==> src/rtl/dip_pkg.sv <==
// Package: shared encodings for the dual-issue pairing controller.
// Assumes class codes are fixed by decode and are 2 bits wide.
package dip_pkg;

    typedef enum logic [1:0] {
        CLS_ALU = 2'd0,
        CLS_MUL = 2'd1,
        CLS_DIV = 2'd2,
        CLS_LSU = 2'd3
    } iclass_e;

    localparam int NUM_CLASSES = 4;

endpackage

==> src/rtl/dip_unit_check.sv <==
// Module: dip_unit_check
// Flags when the two candidates together need more units of one class
// than the machine has. Assumes both candidates are valid (the caller
// gates the result) and that each instruction uses a single unit.
module dip_unit_check
    import dip_pkg::*;
#(
    parameter int NUM_ALU = 2,
    parameter int NUM_MUL = 2,
    parameter int NUM_DIV = 1,
    parameter int NUM_LSU = 1
) (
    input  logic [1:0] cls_a,
    input  logic [1:0] cls_b,
    output logic       over_limit
);

    localparam int LIMITS [NUM_CLASSES] = '{NUM_ALU, NUM_MUL, NUM_DIV, NUM_LSU};

    logic [NUM_CLASSES-1:0] cls_over;

    for (genvar c = 0; c < NUM_CLASSES; c++) begin : g_cls
        logic [1:0] demand;
        // Count how many of the two candidates want class c.
        always_comb begin
            demand = {1'b0, (cls_a == c[1:0])} + {1'b0, (cls_b == c[1:0])};
        end
        // Compare the demand against the unit count of class c.
        always_comb begin
            cls_over[c] = (int'(demand) > LIMITS[c]);
        end
    end

    // Any class over its limit blocks the pair.
    always_comb begin
        over_limit = |cls_over;
    end

endmodule

==> src/rtl/dip_reg_hazard.sv <==
// Module: dip_reg_hazard
// Detects a register dependency between the older (slot 0) writer and
// the younger (slot 1) candidate: a read after write through either
// source port, or a write after write. Assumes the register index
// widths are equal on both sides.
module dip_reg_hazard #(
    parameter int RIDX_W = 5
) (
    input  logic [RIDX_W-1:0] old_dst,
    input  logic              old_dst_en,
    input  logic [RIDX_W-1:0] yng_src_a,
    input  logic              yng_src_a_en,
    input  logic [RIDX_W-1:0] yng_src_b,
    input  logic              yng_src_b_en,
    input  logic [RIDX_W-1:0] yng_dst,
    input  logic              yng_dst_en,
    output logic              hazard
);

    localparam int NPORTS = 3;

    logic [RIDX_W-1:0] port_idx [NPORTS];
    logic [NPORTS-1:0] port_en;
    logic [NPORTS-1:0] port_hit;

    // Gather the younger instruction's register ports into one list.
    always_comb begin
        port_idx[0] = yng_src_a;
        port_idx[1] = yng_src_b;
        port_idx[2] = yng_dst;
        port_en     = {yng_dst_en, yng_src_b_en, yng_src_a_en};
    end

    for (genvar p = 0; p < NPORTS; p++) begin : g_port
        // A used port that names the older destination is a conflict.
        always_comb begin
            port_hit[p] = old_dst_en && port_en[p] && (port_idx[p] == old_dst);
        end
    end

    // Any conflicting port forbids pairing.
    always_comb begin
        hazard = |port_hit;
    end

endmodule

==> src/rtl/dip_cycle_track.sv <==
// Module: dip_cycle_track
// Tracks how many issue cycles the current slot-0 instruction has
// already spent. Reports when the current cycle is its last one.
// Assumes the window does not change under a slot-0 instruction until
// it is dequeued, and that the extra-cycle count is stable meanwhile.
module dip_cycle_track #(
    parameter int XCYC_W = 2
) (
    input  logic              clk,
    input  logic              rst_n,
    input  logic              advance,
    input  logic [XCYC_W-1:0] xcyc,
    output logic              last_cycle
);

    logic [XCYC_W-1:0] spent_q;

    // The last issue cycle is reached once the spent cycles equal the extra count.
    always_comb begin
        last_cycle = (spent_q == xcyc);
    end

    // Count issue cycles and clear when the instruction leaves.
    always_ff @(posedge clk) begin
        if (!rst_n) begin
            spent_q <= '0;
        end else if (advance) begin
            if (last_cycle) begin
                spent_q <= '0;
            end else begin
                spent_q <= spent_q + 1'b1;
            end
        end
    end

endmodule

==> src/rtl/dual_issue_pair.sv <==
// Module: dual_issue_pair (top)
// Decides, each cycle, whether the two oldest decoded instructions issue
// as a pair, whether slot 0 issues alone, or whether nothing issues. It
// returns the dequeue count to the instruction queue. Assumes the queue
// presents the oldest entry in slot 0 and shifts by deq_cnt each cycle,
// and that the scoreboard has already evaluated the slot-0 sources.
module dual_issue_pair
    import dip_pkg::*;
#(
    parameter int RIDX_W  = 5,
    parameter int XCYC_W  = 2,
    parameter int NUM_ALU = 2,
    parameter int NUM_MUL = 2,
    parameter int NUM_DIV = 1,
    parameter int NUM_LSU = 1
) (
    input  logic              clk,
    input  logic              rst_n,
    input  logic              s0_valid,
    input  logic [1:0]        s0_cls,
    input  logic [RIDX_W-1:0] s0_dst,
    input  logic              s0_dst_en,
    input  logic [XCYC_W-1:0] s0_xcyc,
    input  logic              s0_pc_load,
    input  logic              s1_valid,
    input  logic [1:0]        s1_cls,
    input  logic [RIDX_W-1:0] s1_src_a,
    input  logic              s1_src_a_en,
    input  logic [RIDX_W-1:0] s1_src_b,
    input  logic              s1_src_b_en,
    input  logic [RIDX_W-1:0] s1_dst,
    input  logic              s1_dst_en,
    input  logic [XCYC_W-1:0] s1_xcyc,
    input  logic              s1_pc_load,
    input  logic              sb_stall_s0,
    input  logic              sb_stall_s1,
    output logic              issue_s0,
    output logic              issue_s1,
    output logic [1:0]        deq_cnt
);

    logic units_over;
    logic reg_conflict;
    logic s0_last;
    logic s0_go;
    logic pair_ok;

    dip_unit_check #(
        .NUM_ALU (NUM_ALU),
        .NUM_MUL (NUM_MUL),
        .NUM_DIV (NUM_DIV),
        .NUM_LSU (NUM_LSU)
    ) u_units (
        .cls_a      (s0_cls),
        .cls_b      (s1_cls),
        .over_limit (units_over)
    );

    dip_reg_hazard #(
        .RIDX_W (RIDX_W)
    ) u_hazard (
        .old_dst      (s0_dst),
        .old_dst_en   (s0_dst_en),
        .yng_src_a    (s1_src_a),
        .yng_src_a_en (s1_src_a_en),
        .yng_src_b    (s1_src_b),
        .yng_src_b_en (s1_src_b_en),
        .yng_dst      (s1_dst),
        .yng_dst_en   (s1_dst_en),
        .hazard       (reg_conflict)
    );

    dip_cycle_track #(
        .XCYC_W (XCYC_W)
    ) u_track (
        .clk        (clk),
        .rst_n      (rst_n),
        .advance    (s0_go),
        .xcyc       (s0_xcyc),
        .last_cycle (s0_last)
    );

    // Slot 0 advances when out of reset, present and not held by the scoreboard.
    always_comb begin
        s0_go = rst_n && s0_valid && !sb_stall_s0;
    end

    // Slot 1 joins only in slot 0's last cycle and when no pairing rule objects.
    always_comb begin
        pair_ok = s0_last && s1_valid && !sb_stall_s1
               && (s1_xcyc == '0)
               && !s0_pc_load && !s1_pc_load
               && !units_over && !reg_conflict;
    end

    // Drive the issue strobes and the number of entries leaving the window.
    always_comb begin
        issue_s0 = s0_go;
        issue_s1 = s0_go && pair_ok;
        deq_cnt  = {1'b0, s0_go && s0_last} + {1'b0, issue_s1};
    end

endmodule

==> config.mk <==
export PLATFORM = sky130hd
export DESIGN_NAME = dual_issue_pair
export DESIGN_NICKNAME = d
export VERILOG_FILES = /design/src/rtl/dip_pkg.sv /design/src/rtl/dip_unit_check.sv /design/src/rtl/dip_reg_hazard.sv /design/src/rtl/dip_cycle_track.sv /design/src/rtl/dual_issue_pair.sv
export SDC_FILE = /design/constraint.sdc
export NUM_CORES = 1
export LEC_CHECK = 0
export BUFFER_PORTS_ARGS = -buffer_cell sky130_fd_sc_hd__buf_4
export CAP_MARGIN = 20
export CORE_AREA = 2 2 39 41
export CTS_BUF_LIST = sky130_fd_sc_hd__clkbuf_16
export DETAILED_ROUTE_END_ITERATION = 8
export DIE_AREA = 0 0 41 43
export HOLD_SLACK_MARGIN = 0.15
export PLACE_DENSITY = 0.73
export SLEW_MARGIN = 20
export SYNTH_ARGS = -nofsm -noshare
export SYNTH_HDL_FRONTEND = slang
export SYNTH_SLANG_ARGS = --single-unit
==> constraint.sdc <==
create_clock -name clk -period 1.5 [get_ports clk]
set_input_delay 0.3 -clock clk [delete_from_list [all_inputs] [get_ports clk]]
set_output_delay 0.3 -clock clk [all_outputs]
set_load 0.005 [all_outputs]
==> out/results.ini <==
[grt]
grt_overflow=0
number_of_global_route_vias_before_repair=514
globalRouteTotalUtil_pct=17.0
grt.met1_usage_pct=16.6
grtUsageMet3_pct=2.09
grt_busiest_layer=met2
grt_start_max_net_pins=4
grt_first_pass_wirelength_mm=2.03
gr-usage-met2_pct=31.9
antenna_found_initial=0

[setup_path]
cell_chain_critical_path=buf_6 -> xor2_2 -> nor4_2 -> nand4_1 -> and4b_2 -> ha_4 -> buf_6
master_of_the_slowest_instance_on_the_critical_path=sky130_fd_sc_hd__nor4_2
worst_setup_path_end_kind=output port
path_buf_inv=2
rr_worst_depth=5
crit_path_max_incr_delay_ps=320
worst-endpoint-required_ps=1200
regToRegEndpoint=u_track.spent_q[1]
critical_path.reg2reg.startpoint=u_track.spent_q[0]
critical_path_class=input pin to output port
crit_fanout=2
critPathMostFrequentCell=sky130_fd_sc_hd__buf_6
ff2ff_setup_slack_ps=410
cpLargestDelayFamily=simple AND/OR/NAND/NOR gates
worst-endpoint-arrival_ps=1660
critical_path.startpoint_type=input pin

[synthesis]
number_of_nets_in_the_synthesized_netlist=82
syn_area_per_cell_um2=8.76
mappedNetlistArea_um2=359
postSynthRegisterBits=2
ys_warn_count=0
postSynthCellCount=41
ys_seq_area_share_pct=11.1
yosysUniqueCellTypes=15

[floorplanning]
floorplan.io_pins=44
die-height_um=43
placeableCoreArea_um2=1380
die_width_um=41
fp.dieArea_um2=1760
fp_rows=14
start_util_pct=25.9

[final_layout]
num_antenna_cells=0
area_delta_synth_final_pct=149
registers.top_by_ff_count=u_track.spent_q
final_core_utilization_pct=64.6
fin_cells=110
max_ffs_per_register=2
layout_commonest_cell=sky130_fd_sc_hd__buf_4
layout.cells.most_common_list=45 x sky130_fd_sc_hd__buf_4, 11 x sky130_fd_sc_hd__xor2_1, 7 x sky130_fd_sc_hd__xnor2_1
registers_with_the_most_flip_flops=u_track.spent_q (2)
finalNetCount=137
layout-drive-gt1-share_pct=67.0

[power_and_ir_drop]
vdd_drop_max_uv=469
power_density_nw_per_um2=712
static_leak_nw=0.428

[clocking]
cts.htree.levels=1
max-clock-path-buffers=2
tritoncts.num_buffers=3
holdBufCountCts=0
worst_setup_hold_path_clk_slew_ps=30
cts.sink_count=2
clkLatencyLatePin_ps=220
root_buffer=sky130_fd_sc_hd__clkbuf_16
cts_tree=yes

[timing]
setup_ws_ps=-456
grt_setup_unrepaired=true
timing.max_slew.rel_slack_pct=82.4
final.hold.worst_slack_ps=444
max_freq_mhz=511
timing.final.setup_violations=3
total_count_of_max_transition_violations_in_the_final_report=0
min_period_over_period_pct=130
tightest_slew_ps=262
finalWorstPathRequiredPeriod_ps=1960
number_of_hold_violations_in_the_final_report=0
timing.clock.skew_ps=0.462

[place]
place.gp.congestion=0.629
placed_cells=107
pre_cts_slack_ps=-454
hpwl_mm=1.06
number_of_port_buffers=43

[status]
run_status=complete, but fails checks
violations=setup timing

[run]
cap_violations=0

[hold_path]
min_delay_worst_endpoint=u_track.spent_q[0]
holdCritPathClass=input pin to flip-flop
min_delay_path_depth=4
worstHoldStart=rst_n

[route]
drtPass1Iterations=5
drt_iter0_drc=8
antenna_left=0
route.detailed.wl_per_inst_um=13.2
finalWirelength_mm=1.45
avgViaCountPerCell=4.62
drc=0
route.vias.total=508

## timing repair
item / CTS / global route
setup endpoints to repair: 3 / 3
pin swaps: 6 / 6
gates resized for setup: 5 / 9
endpoints found under the hold margin: 0 / 0
cloned: 0 / 0
setup buffers: 1 / 0
## how the worst max path moves through the flow
stage / from / to / slack [ps] / depth (start not counted)
final: s1_src_a[4] / deq_cnt[0] / -460 / 7
after global routing: s1_src_a[4] / deq_cnt[0] / -510 / 7
after CTS: u_track.spent_q[0] / deq_cnt[0] / -450 / 6
after detailed placement: s0_dst[4] / deq_cnt[0] / -450 / 7
after global placement: s0_dst[4] / deq_cnt[0] / -430 / 7
after floorplan: sb_stall_s0 / deq_cnt[0] / -160 / 6
## worst register-to-register path: cells and delay by family (launching register included)
kind	cells	cell delay, ps
XOR/XNOR	1	120
buffers and inverters	1	150
AND/OR/NAND/NOR	3	440
flip-flops	1	320
## power breakdown
part | leakage [nW] | total, mW | switching [mW] | internal, mW
Clock | 0.0370 | 0.406 | 0.0660 | 0.340
Sequential | 0.0172 | 0.0576 | 0.00161 | 0.0560
Combinational | 0.374 | 0.173 | 0.0588 | 0.114
Total | 0.428 | 0.636 | 0.126 | 0.510
## stage by stage
| stage | TNS, ps | power (mW) | cell area [um2] |
|---|---|---|---|
| final | -1180 | 0.636 | 893 |
| after global routing | -1350 | 0.658 | 893 |
| after CTS | -1060 | 0.630 | 846 |
| after detailed placement | -1100 | 0.217 | 754 |
| after global placement | -1030 | 0.214 | 754 |
| after floorplan | -233 | 0.108 | 359 |
## Yosys cell counts, drive strengths merged
cell	instances	share of area [%]
nand3	1	1.4
dfxtp	2	11
nand2	1	1.0
nor4	3	5.2
ha	1	3.5
nor4b	1	6.6
buf	1	2.1
nand2b	1	1.7
nor2	3	3.1
and3	1	3.1
and3b	1	2.4
nand4	4	7.0
and4b	1	2.8
xnor2	7	17
xor2	13	32
## layout make-up
type                       count  area [um2]
multi-input combinational     38         347
tap                           16        20.0
timing repair buffer          51         409
clock buffer                   3        75.1
fill                         124         490
sequential                     2        42.5
## routing by layer
layer	wire length, um	part of all wire [%]	vias up
met2	777	54	37
met5	0	0	-
met3	136	9.4	0
met4	0	0	0
li1	-	-	248
met1	533	37	223
## cell families after synthesis
logic type	Yosys count	synth area share [%]
xor gates and xnor gates	20	48.8
and+or+nand+nor	17	34.5
DFF	2	11.2
buffers and inverters	1	2.09
adders and majority gates	1	3.48
(Power assumes the default switching activity.)
